--- src/rtl/clk_core_pkg.sv ---
package clk_core_pkg;
  localparam int unsigned DIGIT_W = 4;

  typedef enum logic [1:0] {
    MODE_RUN  = 2'd0,
    MODE_HOUR = 2'd1,
    MODE_MIN  = 2'd2,
    MODE_SEC  = 2'd3
  } edit_mode_e;
endpackage

--- src/rtl/bcd_field_ctr.sv ---
module bcd_field_ctr #(
  parameter int unsigned TENS_MAX = 5,
  parameter int unsigned ONES_MAX = 9
) (
  input  logic       clk,
  input  logic       rst_n,
  input  logic       inc,
  output logic [3:0] tens,
  output logic [3:0] ones,
  output logic       at_max
);
  localparam logic [3:0] T_MAX = 4'(TENS_MAX);
  localparam logic [3:0] O_MAX = 4'(ONES_MAX);

  logic [3:0] tens_q, ones_q, tens_n, ones_n;

  assign at_max = (tens_q == T_MAX) && (ones_q == O_MAX);

  always_comb begin
    tens_n = tens_q;
    ones_n = ones_q;
    if (inc) begin
      if (ones_q == O_MAX) begin
        ones_n = 4'd0;
        tens_n = (tens_q == T_MAX) ? 4'd0 : tens_q + 4'd1;
      end else begin
        ones_n = ones_q + 4'd1;
      end
    end
  end

  always_ff @(posedge clk or negedge rst_n) begin
    if (!rst_n) begin
      tens_q <= 4'd0;
      ones_q <= 4'd0;
    end else if (inc) begin
      tens_q <= tens_n;
      ones_q <= ones_n;
    end
  end

  assign tens = tens_q;
  assign ones = ones_q;


  digit_range_chk: assert property (@(posedge clk) disable iff (!rst_n)
    (ones_q <= O_MAX) && (tens_q <= T_MAX));
endmodule

--- src/rtl/hour12_ctr.sv ---
module hour12_ctr (
  input  logic       clk,
  input  logic       rst_n,
  input  logic       inc,
  output logic [3:0] tens,
  output logic [3:0] ones,
  output logic       pm
);
  logic [3:0] tens_q, ones_q, tens_n, ones_n;
  logic       pm_q, pm_n;
  logic       is_twelve, is_eleven;

  assign is_twelve = (tens_q == 4'd1) && (ones_q == 4'd2);
  assign is_eleven = (tens_q == 4'd1) && (ones_q == 4'd1);

  always_comb begin
    tens_n = tens_q;
    ones_n = ones_q;
    pm_n   = pm_q;
    if (inc) begin
      if (is_twelve) begin
        tens_n = 4'd0;
        ones_n = 4'd1;
      end else if (ones_q == 4'd9) begin
        tens_n = 4'd1;
        ones_n = 4'd0;
      end else begin
        ones_n = ones_q + 4'd1;
      end
      if (is_eleven) pm_n = ~pm_q;
    end
  end

  always_ff @(posedge clk or negedge rst_n) begin
    if (!rst_n) begin
      tens_q <= 4'd1;
      ones_q <= 4'd2;
      pm_q   <= 1'b0;
    end else if (inc) begin
      tens_q <= tens_n;
      ones_q <= ones_n;
      pm_q   <= pm_n;
    end
  end

  assign tens = tens_q;
  assign ones = ones_q;
  assign pm   = pm_q;


  hour_range_chk: assert property (@(posedge clk) disable iff (!rst_n)
    (tens_q == 4'd0) ? (ones_q >= 4'd1 && ones_q <= 4'd9)
                     : (tens_q == 4'd1 && ones_q <= 4'd2));


  pm_flip_chk: assert property (@(posedge clk) disable iff (!rst_n)
    (pm_q != $past(pm_q)) |-> (tens_q == 4'd1 && ones_q == 4'd2));
endmodule

--- src/rtl/alarm_unit.sv ---
module alarm_unit #(
  parameter int unsigned RING_SECS = 5
) (
  input  logic       clk,
  input  logic       rst_n,
  input  logic       wr,
  input  logic [3:0] wr_hr_tens,
  input  logic [3:0] wr_hr_ones,
  input  logic [3:0] wr_min_tens,
  input  logic [3:0] wr_min_ones,
  input  logic       wr_pm,
  input  logic       wr_beep,
  input  logic [3:0] cur_hr_tens,
  input  logic [3:0] cur_hr_ones,
  input  logic [3:0] cur_min_tens,
  input  logic [3:0] cur_min_ones,
  input  logic [3:0] cur_sec_tens,
  input  logic [3:0] cur_sec_ones,
  input  logic       cur_pm,
  input  logic       run_tick,
  input  logic       tick_1s,
  input  logic       tone_phase,
  output logic       buzzer
);
  localparam int unsigned CNT_W = $clog2(RING_SECS + 1);
  localparam logic [CNT_W-1:0] RING_LOAD = CNT_W'(RING_SECS);

  logic [3:0]       a_hr_t, a_hr_o, a_min_t, a_min_o;
  logic             a_pm, a_beep, armed, ran_q;
  logic [CNT_W-1:0] left_q, left_n;
  logic             fire;

  always_ff @(posedge clk or negedge rst_n) begin
    if (!rst_n) begin
      a_hr_t  <= 4'd0;
      a_hr_o  <= 4'd0;
      a_min_t <= 4'd0;
      a_min_o <= 4'd0;
      a_pm    <= 1'b0;
      a_beep  <= 1'b0;
      armed   <= 1'b0;
    end else if (wr) begin
      a_hr_t  <= wr_hr_tens;
      a_hr_o  <= wr_hr_ones;
      a_min_t <= wr_min_tens;
      a_min_o <= wr_min_ones;
      a_pm    <= wr_pm;
      a_beep  <= wr_beep;
      armed   <= 1'b1;
    end
  end

  // Match is taken on the time settled one cycle after a running tick.
  always_ff @(posedge clk or negedge rst_n) begin
    if (!rst_n) ran_q <= 1'b0;
    else        ran_q <= run_tick;
  end

  assign fire = ran_q && armed
             && (cur_hr_tens == a_hr_t) && (cur_hr_ones == a_hr_o)
             && (cur_min_tens == a_min_t) && (cur_min_ones == a_min_o)
             && (cur_pm == a_pm)
             && (cur_sec_tens == 4'd0) && (cur_sec_ones == 4'd0);

  always_comb begin
    left_n = left_q;
    if (fire)
      left_n = RING_LOAD;
    else if (tick_1s && (left_q != '0))
      left_n = left_q - CNT_W'(1);
  end

  always_ff @(posedge clk or negedge rst_n) begin
    if (!rst_n) left_q <= '0;
    else        left_q <= left_n;
  end

  assign buzzer = (left_q != '0) && (!a_beep || tone_phase);


  ring_len_chk: assert property (@(posedge clk) disable iff (!rst_n)
    left_q <= RING_LOAD);


  buzz_armed_chk: assert property (@(posedge clk) disable iff (!rst_n)
    buzzer |-> armed);


  ring_hold_chk: assert property (@(posedge clk) disable iff (!rst_n)
    ((left_q != '0) && !tick_1s) |=> (left_q != '0));
endmodule

--- src/rtl/alarm_clock_core.sv ---
module alarm_clock_core
  import clk_core_pkg::*;
#(
  parameter int unsigned RING_SECS = 5,
  parameter int unsigned SYNC_STAGES = 2
) (
  input  logic       clk,
  input  logic       rst_n,
  input  logic       tick_1s,
  input  logic       tick_qtr,
  input  logic       mode_btn,
  input  logic       set_btn,
  input  logic       alarm_wr,
  input  logic [3:0] alarm_hr_tens,
  input  logic [3:0] alarm_hr_ones,
  input  logic [3:0] alarm_min_tens,
  input  logic [3:0] alarm_min_ones,
  input  logic       alarm_pm,
  input  logic       alarm_beep,
  output logic [3:0] hr_tens,
  output logic [3:0] hr_ones,
  output logic [3:0] min_tens,
  output logic [3:0] min_ones,
  output logic [3:0] sec_tens,
  output logic [3:0] sec_ones,
  output logic       pm,
  output logic       blank_hr,
  output logic       blank_min,
  output logic       blank_sec,
  output logic       buzzer
);
  localparam int unsigned QTR_W = 2;

  // Reset: asserted at once, released through a synchronizer chain.
  logic [SYNC_STAGES-1:0] rst_sync;
  logic                   rst_int_n;

  always_ff @(posedge clk or negedge rst_n) begin
    if (!rst_n) rst_sync <= '0;
    else        rst_sync <= {rst_sync[SYNC_STAGES-2:0], 1'b1};
  end
  assign rst_int_n = rst_sync[SYNC_STAGES-1];

  // Mode sequencer.
  edit_mode_e mode_q, mode_n;

  always_comb begin
    mode_n = mode_q;
    if (mode_btn) begin
      unique case (mode_q)
        MODE_RUN:  mode_n = MODE_HOUR;
        MODE_HOUR: mode_n = MODE_MIN;
        MODE_MIN:  mode_n = MODE_SEC;
        default:   mode_n = MODE_RUN;
      endcase
    end
  end

  always_ff @(posedge clk or negedge rst_int_n) begin
    if (!rst_int_n) mode_q <= MODE_RUN;
    else            mode_q <= mode_n;
  end

  // Quarter-second phase: cleared by the second tick.
  logic [QTR_W-1:0] qph_q, qph_n;

  always_comb begin
    qph_n = qph_q;
    if (tick_1s)       qph_n = '0;
    else if (tick_qtr) qph_n = qph_q + QTR_W'(1);
  end

  always_ff @(posedge clk or negedge rst_int_n) begin
    if (!rst_int_n) qph_q <= '0;
    else            qph_q <= qph_n;
  end

  // Increment enables: carries only pass in run mode.
  logic run_tick, sec_max, min_max;
  logic sec_inc, min_inc, hr_inc;

  assign run_tick = tick_1s && (mode_q == MODE_RUN);
  assign sec_inc  = run_tick || (set_btn && mode_q == MODE_SEC);
  assign min_inc  = (run_tick && sec_max) || (set_btn && mode_q == MODE_MIN);
  assign hr_inc   = (run_tick && sec_max && min_max)
                 || (set_btn && mode_q == MODE_HOUR);

  bcd_field_ctr #(.TENS_MAX(5), .ONES_MAX(9)) u_sec (
    .clk(clk), .rst_n(rst_int_n), .inc(sec_inc),
    .tens(sec_tens), .ones(sec_ones), .at_max(sec_max)
  );

  bcd_field_ctr #(.TENS_MAX(5), .ONES_MAX(9)) u_min (
    .clk(clk), .rst_n(rst_int_n), .inc(min_inc),
    .tens(min_tens), .ones(min_ones), .at_max(min_max)
  );

  hour12_ctr u_hr (
    .clk(clk), .rst_n(rst_int_n), .inc(hr_inc),
    .tens(hr_tens), .ones(hr_ones), .pm(pm)
  );

  // Blink: dark during the second half of each second.
  logic dark_half;
  assign dark_half = qph_q[QTR_W-1];
  assign blank_hr  = dark_half && (mode_q == MODE_HOUR);
  assign blank_min = dark_half && (mode_q == MODE_MIN);
  assign blank_sec = dark_half && (mode_q == MODE_SEC);

  alarm_unit #(.RING_SECS(RING_SECS)) u_alarm (
    .clk(clk), .rst_n(rst_int_n),
    .wr(alarm_wr),
    .wr_hr_tens(alarm_hr_tens), .wr_hr_ones(alarm_hr_ones),
    .wr_min_tens(alarm_min_tens), .wr_min_ones(alarm_min_ones),
    .wr_pm(alarm_pm), .wr_beep(alarm_beep),
    .cur_hr_tens(hr_tens), .cur_hr_ones(hr_ones),
    .cur_min_tens(min_tens), .cur_min_ones(min_ones),
    .cur_sec_tens(sec_tens), .cur_sec_ones(sec_ones),
    .cur_pm(pm),
    .run_tick(run_tick), .tick_1s(tick_1s),
    .tone_phase(~qph_q[0]),
    .buzzer(buzzer)
  );

  logic [1:0] mode_bits;
  assign mode_bits = mode_q;


  mode_order_chk: assert property (@(posedge clk) disable iff (!rst_int_n)
    mode_btn |=> (mode_bits == $past(mode_bits) + 2'd1));


  edit_min_freeze_chk: assert property (@(posedge clk) disable iff (!rst_int_n)
    ((mode_q != MODE_RUN) && !(set_btn && mode_q == MODE_MIN))
      |=> ($stable(min_tens) && $stable(min_ones)));


  edit_hr_freeze_chk: assert property (@(posedge clk) disable iff (!rst_int_n)
    ((mode_q != MODE_RUN) && !(set_btn && mode_q == MODE_HOUR))
      |=> ($stable(hr_tens) && $stable(hr_ones) && $stable(pm)));


  blank_onehot_chk: assert property (@(posedge clk) disable iff (!rst_int_n)
    $onehot0({blank_hr, blank_min, blank_sec}));
endmodule

--- config.mk ---
export PLATFORM = sky130hd
export DESIGN_NAME = alarm_clock_core
export DESIGN_NICKNAME = d
export VERILOG_FILES = /design/src/rtl/clk_core_pkg.sv /design/src/rtl/bcd_field_ctr.sv /design/src/rtl/hour12_ctr.sv /design/src/rtl/alarm_unit.sv /design/src/rtl/alarm_clock_core.sv
export SDC_FILE = /design/constraint.sdc
export NUM_CORES = 1
export LEC_CHECK = 0
export BUFFER_PORTS_ARGS = -buffer_cell sky130_fd_sc_hd__buf_2
export CORE_MARGIN = 8
export CORE_UTILIZATION = 54
export DETAILED_ROUTE_END_ITERATION = 10
export PLACE_DENSITY = 0.79
export SLEW_MARGIN = 10
export SYNTH_ARGS = -nofsm -noshare
export SYNTH_HDL_FRONTEND = slang
export SYNTH_SLANG_ARGS = --single-unit
--- constraint.sdc ---
create_clock -name clk -period 1.9 [get_ports clk]
set_clock_uncertainty 0.05 [all_clocks]
set_input_delay 0.19 -clock clk [delete_from_list [all_inputs] [get_ports clk]]
set_output_delay 0.19 -clock clk [all_outputs]
set_load 0.02 [all_outputs]
Yosys cells after proc, flatten, opt, wreduce, memory -nomap -nowiden:

Cells that the tools add are included.

* bits in registers: 54
* input port bits: 25
* logic and storage cells: 96

* $add $sub $neg: 7
* equal/unequal tests: 16
* mux-type cells: 13
* bitwise operators: 2
* reductions and logical operators: 39

Operators by type and width (count)
* $mux W4: 8
* $logic_and A1 B1 Y1: 23
* $add A4 B1 Y4 const B: 5
* $eq A4 B4 Y1: 4
* $eq A4 B4 Y1 const B: 3
* $eq A4 B1 Y1 const B: 2
* $eq A4 B3 Y1 const B: 2
* $logic_not A4 Y1: 2
* $reduce_and A2 Y1: 4
* $mux W3: 2
* $pmux W2 S3: 1
* $reduce_bool A2 Y1: 3
* $eq A2 B2 Y1 const B: 2
* $eq A4 B2 Y1 const B: 1
* $logic_or A1 B1 Y1: 4
* $mux W2: 2
* $reduce_bool A3 Y1: 1
* $sub A3 B1 Y3 const B: 1
* $add A2 B1 Y2 const B: 1
* $eq A2 B1 Y1 const B: 1
* $logic_not A2 Y1: 1
* $not A1 Y1: 2
* $eq A1 B1 Y1: 1
* $logic_not A1 Y1: 1

Depth between registers and ports, before layout:

Gate-level depths: netlist of run 1.

* word-level depth: 9
* gate-level depth with buffers: 8

Cells and area by module:

From an unflattened synthesis of run 1, not the netlist that was laid out.

* cell total of the unflattened synthesis: 219
* area, all modules: 2626.3 um^2

By module, submodules not included
* alarm_unit: times used 1, cells an instance 86, area each 1134.8 um^2, seq. area each 575.6 um^2
* bcd_field_ctr: times used 2, cells an instance 35, area each 404.1 um^2, seq. area each 200.2 um^2
* hour12_ctr: times used 1, cells an instance 33, area each 357.8 um^2, seq. area each 152.6 um^2
* alarm_clock_core: times used 1, cells an instance 30, area each 325.3 um^2, seq. area each 150.1 um^2

Worst setup path after synthesis of run 1:

Ideal clock, no wire load.

* kind: flip-flop to flip-flop
* start: register u_sec.ones_q[2] (netlist: u_sec.ones[2])
* end: register u_hr.ones_q[3] (netlist: u_hr.ones[3])
* arrival time: 1.795 ns
* slack: -0.066 ns
* cell stages (with the launch flop): 6
* path buffers: 0
* period minus slack after synthesis: 1.966 ns
* cells stage by stage: dfrtp_1 and4bb_4 nand3_4 o41ai_4 nand3_1 a22o_1

* word-level cells in the longest chain between the ends: 5

Ends and longest elaborated chain
* from (decl): RTL line bcd_field_ctr.sv:15 `logic [3:0] tens_q, ones_q, tens_n, ones_n;`
* from (signal assigned): RTL line bcd_field_ctr.sv:38 `ones_q <= ones_n;`
* $eq A4 B4 Y1: RTL line bcd_field_ctr.sv:17 `assign at_max = (tens_q == T_MAX) && (ones_q == O_MAX);`
* $logic_and A1 B1 Y1: RTL line bcd_field_ctr.sv:17
* $logic_and A1 B1 Y1 (2 in a row): RTL line alarm_clock_core.sv:85 `assign hr_inc = (run_tick && sec_max && min_max)`
* $logic_or A1 B1 Y1: RTL line alarm_clock_core.sv:86 `|| (set_btn && mode_q == MODE_HOUR);`
* to (signal assigned): RTL line hour12_ctr.sv:41 `ones_q <= ones_n;`
* to (decl): RTL line hour12_ctr.sv:9 `logic [3:0] tens_q, ones_q, tens_n, ones_n;`

Every way passes these cells.
A chain may end at the register's enable or synchronous reset.

Worst setup path after layout of run 1:

* start: register u_sec.tens_q[3] (netlist: u_sec.tens[3])
* end: register u_hr.tens_q[0] (netlist: u_hr.tens[0])

* word-level cells in the longest chain between the ends: 6

Ends and longest elaborated chain
* from (decl): RTL line bcd_field_ctr.sv:15
* from (signal assigned): RTL line bcd_field_ctr.sv:37 `tens_q <= tens_n;`
* $eq A4 B3 Y1: RTL line bcd_field_ctr.sv:17
* $logic_and A1 B1 Y1: RTL line bcd_field_ctr.sv:17
* $logic_and A1 B1 Y1 (2 in a row): RTL line alarm_clock_core.sv:85
* $logic_or A1 B1 Y1: RTL line alarm_clock_core.sv:86
* $reduce_and A2 Y1 (no source line)
* to (signal assigned): RTL line hour12_ctr.sv:40 `tens_q <= tens_n;`
* to (decl): RTL line hour12_ctr.sv:9

Every way passes these cells.

==> results_dict.tcl, run 1 <==
set metrics [dict create \
    outcome "finished clean" \
    seqCellArea_um2 1280 \
    hold_slack_ns 0.0462 \
    final_cell_mix "buf_2 (51), dfrtp_1 (48), xnor2_1 (24)" \
    num_rows 24 \
    track_usage_pct 16.6 \
    cp.required_ns 2.09 \
    syn_inst 221 \
    route.detailed.wl_per_inst_um 16.2 \
    clock-root-buffer "clkbuf_8" \
    grt_max_degree 24 \
    avgViaCountPerCell 5.26 \
    die_h_um 84.0 \
    coreArea_um2 4410 \
    drt-initial-drc-count 91 \
    ys_warn_count 0 \
    portBuffers 50 \
    ys_types 48 \
    cts-buffers-inserted 5 \
    arrival_ns 2.03 \
    p_leak_uw 0.00142 \
    totalWireLength_um 5600 \
    irDropWorstVdd_v 0.000874 \
    antenna_left 0 \
    ctsHtreeMaxLevel 2 \
    critPathLaunchType "flop" \
    syn_to_final_growth_pct 22.1 \
    path_class "reg2reg" \
    dp_hpwl_um 4200 \
    nFillCells 349 \
    setup_viol 0 \
    grt_pass1_wl_um 9450 \
    synth-edff-count 0 \
    remaining_drc_errors 0 \
    power_density_nw_per_um2 1380 \
    fin_tns_setup_ns 0 \
    num_vias 1813 \
    grt-ovfl-total 0 \
    synth_seq_area_share_pct 51.2 \
    initial_core_util_pct 56.6 \
    maxCapViolCount 0 \
    hold_violations 0 \
    path_clk_slew_ns 0.09 \
    setup_ws_ns 0.0550 \
    drv_slew 0 \
    ys_seq_elements 51 \
    avgSynthCellArea_um2 11.3 \
    finalCritPeriodShare_pct 97.1 \
    synth-main-ff-cell "dfrtp_1" \
    die_x_um 84.0 \
    io_pins 54 \
    clk-insertion-delay-late_ns 0.31 \
    drive_above_1_share_pct 37.5 \
    post-route-min-period_ns 1.85 \
    multiInputGateArea_um2 1180 \
    rsz0062_at_grt "true" \
    final_cells 345 \
    antenna_found_initial 0 \
    grt_pass1_vias 1956 \
    antennaDiodeCount 0 \
    dr.pass1.iters 4 \
    cts_tree "done" \
    worstSetupEndpointType "flop" \
    min_path_type "in2reg" \
    synth-async-reset-ratio_pct 100 \
    gp_congestion 0.778 \
    die-area_um2 7060 \
    layout_commonest_cell "buf_2" \
    fmax_mhz 542 \
    path_max_fanout 5 \
    preCtsSetupSlack_ns -0.0734 \
    cts.sinks 51 \
    nets 323 \
    dp_cells 331 \
    clock_path_buffers 2 \
    netlist_area_um2 2500 \
]
## cells by family (layout without fill, tap and decap cells)
logic type,after synthesis,after routing,synth area share [%]
compound gates,25,25,7.31
xor+xnor,28,28,9.81
fa+ha+maj,6,6,3.00
buf+inv,18,88,3.20
flops,51,51,51.2
mux,21,21,9.36
other cells,2,4,0.300
simple gates,70,70,15.9
## final cells by class
type                       count  area share (%)
inverter                      11            1.43
sequential                    51            41.9
multi-input combinational    154            38.6
clock buffer                   7            2.50
clock inverter                 1           0.164
timing repair buffer          69            13.3
tap                           52            2.13
## registers in the layout, indices dropped and copies added (netlist names), 2 cells and up
| register | flops |
|---|---|
| rst_sync | 2 |
| u_alarm.a_min_t | 4 |
| u_hr.ones | 4 |
| u_sec.ones | 4 |
| qph_q | 2 |
| u_min.tens | 4 |
| u_alarm.a_hr_t | 4 |
| mode_bits | 2 |
| u_alarm.a_hr_o | 4 |
| u_min.ones | 4 |
| u_sec.tens | 4 |
| u_alarm.left_q | 3 |
| u_alarm.a_min_o | 4 |
## where the power goes
part           internal, uW  total [uW]  switching (uW)
logic                   871        1910            1040
registers              1390        1680             287
clock network           259         610             351
total                  2520        4210            1680
## timing repair
action	in CTS	in global routing
pin swaps	1	1
gates resized for setup	2	6
hold buffers	1	0
hold endpoints to repair	2	0
setup endpoints to repair	5	10
cloned	1	0
buffers inserted	4	0
## path summary, 6_finish.rpt
path | from | endpoint | slack, ns | cells after the start
setup / recovery | u_sec.tens[3]$_DFFE_PN0P_ | u_hr.tens[0]$_DFFE_PN1P_ | 0.05 | 6
hold / removal | tick_1s | qph_q[0]$_DFFE_PN0P_ | 0.05 | 2
setup reg to reg | u_sec.tens[3]$_DFFE_PN0P_ | u_hr.tens[0]$_DFFE_PN1P_ | 0.05 | 6
hold reg to reg | rst_sync[1]$_DFF_PN0_ | u_alarm.a_hr_t[3]$_DFFE_PN0P_ | 0.18 | 0
max in group asynchronous | rst_sync[1]$_DFF_PN0_ | u_hr.ones[1]$_DFFE_PN1P_ | 1.05 | 1
min in group asynchronous | rst_n | rst_sync[1]$_DFF_PN0_ | 0.13 | 2
## critical path, stage by stage, from the launching register on
cell and delay [ns]:
dfrtp_1 0.43, and4bb_2 0.38, nand3_4 0.10, o41ai_4 0.26, buf_4 0.21, nand4b_1 0.12, a32o_1 0.23
## layer usage
| metal | GRT usage, % | wire length, um | vias up |
|---|---|---|---|
| li1 | - | - | 883 |
| met1 | 19.1 | 2380 | 883 |
| met2 | 27.0 | 2820 | 36 |
| met3 | 5.27 | 245 | 11 |
| met4 | 8.01 | 154 | 0 |
| met5 | 0 | 0 | - |
## per-stage QoR
| stage | cell area [um^2] | utilization (%) | power (uW) |
|---|---|---|---|
| after detailed placement | 2900 | 65.7 | 3510 |
| final | 3050 | 69.2 | 4210 |
| after floorplan | 2510 | - | 2850 |
| after global placement | 2900 | 65.7 | 3430 |
| after global routing | 3050 | 69.2 | 4500 |
| after CTS | 3030 | 68.7 | 4180 |
## synth_stat cells, types with 2 or more instances
library cell | instances | share of area [%]
xor2_1 | 4 | 1.4
nand2_1 | 22 | 3.3
buf_4 | 3 | 0.90
and3_1 | 2 | 0.50
mux2_2 | 19 | 8.6
clkbuf_1 | 3 | 0.45
nand2b_1 | 2 | 0.50
dfstp_2 | 2 | 2.1
a22o_1 | 2 | 0.70
mux2i_1 | 2 | 0.80
and2_1 | 6 | 1.5
inv_1 | 10 | 1.5
nor2b_1 | 4 | 1.0
a21boi_0 | 2 | 0.60
nor4b_1 | 2 | 0.70
nor3b_1 | 2 | 0.60
nand4_1 | 4 | 1.0
dfrtp_1 | 49 | 49
ha_1 | 6 | 3.0
o21ai_0 | 9 | 1.8
nor2_1 | 9 | 1.4
nand3_1 | 6 | 1.2
conb_1 | 2 | 0.30
a21oi_1 | 2 | 0.40
xnor2_1 | 24 | 8.4
(Power assumes the default switching activity.)
==> run 2, diff against run 1 <==
==> constraint.sdc (replaced) <==
create_clock -name clk -period 1.7 [get_ports clk]
set_clock_uncertainty 0.05 [all_clocks]
set_input_delay 0.17 -clock clk [delete_from_list [all_inputs] [get_ports clk]]
set_output_delay 0.17 -clock clk [all_outputs]
set_load 0.02 [all_outputs]
==> run 2 against run 1 <==
  * The run now ends with negative setup slack left
  * First-iteration DRC count up 5.5%
  * Critical path depth up 3
  * Sequential power up 11%
  * Final area up 7.4%
==> results_dict.tcl, run 2 (synthesis results as in run 1) <==
set metrics [dict create \
    grt-ovfl-total 0 \
    coreArea_um2 4410 \
    final_area_um2 3280 \
    antenna_left 0 \
    cp.required_ns 1.87 \
    totalWireLength_um 5880 \
    utilization_pct 74.3 \
    hold_slack_ns 0.0447 \
    num_rows 24 \
    clock_path_buffers 2 \
    fmax_mhz 563 \
    setup_ws_ns -0.0753 \
    avgViaCountPerCell 5.25 \
    path_max_fanout 5 \
    ctsHtreeMaxLevel 2 \
    drive_above_1_share_pct 46.0 \
    layout_commonest_cell "buf_2" \
    cts_tree "done" \
    remaining_drc_errors 0 \
    drt-initial-drc-count 96 \
    final_cell_mix "buf_2 (51), dfrtp_1 (42), buf_4 (34)" \
    portBuffers 50 \
    num_vias 1918 \
    power_density_nw_per_um2 1550 \
    arrival_ns 1.95 \
    post-route-min-period_ns 1.78 \
    die-area_um2 7060 \
    nets 343 \
    outcome "finished with violations" \
    setup_viol 5 \
    die_x_um 84.0 \
    io_pins 54 \
    die_h_um 84.0 \
    worstSetupEndpointType "flop" \
    drv_slew 0 \
    gp_congestion 0.799 \
    cts.sinks 51 \
    grt_pass1_wl_um 9440 \
    antennaDiodeCount 0 \
    failed_checks "negative setup slack" \
    preCtsSetupSlack_ns -0.0739 \
    clock-root-buffer "clkbuf_8" \
    hold_violations 0 \
    placed_area_um2 3030 \
    dr.pass1.iters 4 \
    maxCapViolCount 0 \
    clk-insertion-delay-late_ns 0.31 \
    irDropWorstVdd_v 0.000971 \
    syn_to_final_growth_pct 31.2 \
    cts-buffers-inserted 5 \
    dp_hpwl_um 4250 \
    critPathLaunchType "flop" \
    initial_core_util_pct 56.6 \
    finalCritPeriodShare_pct 104 \
    path_clk_slew_ns 0.09 \
    min_path_type "in2reg" \
    p_leak_uw 0.00153 \
    path_class "reg2reg" \
    grt_pass1_vias 2047 \
    route.detailed.wl_per_inst_um 16.1 \
    grt_max_degree 42 \
    track_usage_pct 16.2 \
    antenna_found_initial 0 \
    rsz0062_at_grt "true" \
    p_total_uw 5070 \
]
run 2: changes by cell type in the layout (fill, tap and decap cells not counted), moves of 2 or more:
cell and change:
buf_4 +18, dfrtp_1 -6, dfrtp_2 +6, buf_6 +2
run 2: final timing paths:
path                                                   to  slack (ns)  cells after the start                      from
max                              u_hr.ones[2]$_DFFE_PN0P_       -0.08                      9  mode_bits[0]$_DFFE_PN0P_
min                        u_alarm.a_min_t[3]$_DFFE_PN0P_        0.04                      2         alarm_min_tens[3]
max reg2reg                      u_hr.ones[2]$_DFFE_PN0P_       -0.08                      9  mode_bits[0]$_DFFE_PN0P_
min reg2reg                      mode_bits[0]$_DFFE_PN0P_        0.08                      0     rst_sync[1]$_DFF_PN0_
max in group asynchronous        u_hr.tens[0]$_DFFE_PN1P_        0.98                      1     rst_sync[1]$_DFF_PN0_
min in group asynchronous        mode_bits[0]$_DFFE_PN0P_        0.08                      0     rst_sync[1]$_DFF_PN0_
run 2: power breakdown:
group,internal (uW),leakage (uW),switching (uW)
registers,1570,0.000598,288
clock network,290,0.0000422,383
logic,1230,0.000892,1310
run 2: stage by stage:
step | setup TNS, ns | cells
after floorplan | -0.360 | 223
after detailed placement | -0.183 | 345
after global placement | 0 | 345
final | -0.180 | 365
after CTS | -0.199 | 360
after global routing | -0.741 | 365
run 2: layout make-up:
type                       count  area (um^2)
tap                           52         65.1
fill                         321         1130
multi-input combinational    154         1240
clock inverter                 1         5.00
inverter                      11         46.3
clock buffer                   7         76.3
sequential                    51         1290
timing repair buffer          89          563
run 2: timing repair:
| action | 4_1_cts | 5_1_grt |
|---|---|---|
| buffers inserted | 5 | 5 |
| endpoints found under the hold margin | 2 | 0 |
| pin swaps | 4 | 6 |
| hold buffers | 1 | 0 |
| endpoints found under the setup margin | 6 | 15 |
| gates resized for setup | 6 | 15 |
| cloned | 1 | 0 |
run 2: metal layers:
metal,GRT usage [%],wire length (um),up-vias
met1,18.5,2500,937
met5,0,0,-
met4,6.59,100,0
met3,4.20,261,9
met2,27.9,3020,49
li1,-,-,923
run 2: worst max-delay path: stages, from the launching register on:
cell and delay [ns]:
dfrtp_1 0.40, inv_2 0.10, ha_4 0.16, nand2_4 0.07, clkinv_4 0.06, nand3_4 0.06, o41ai_4 0.24, buf_4 0.20
and3_4 0.18, xor2_1 0.16
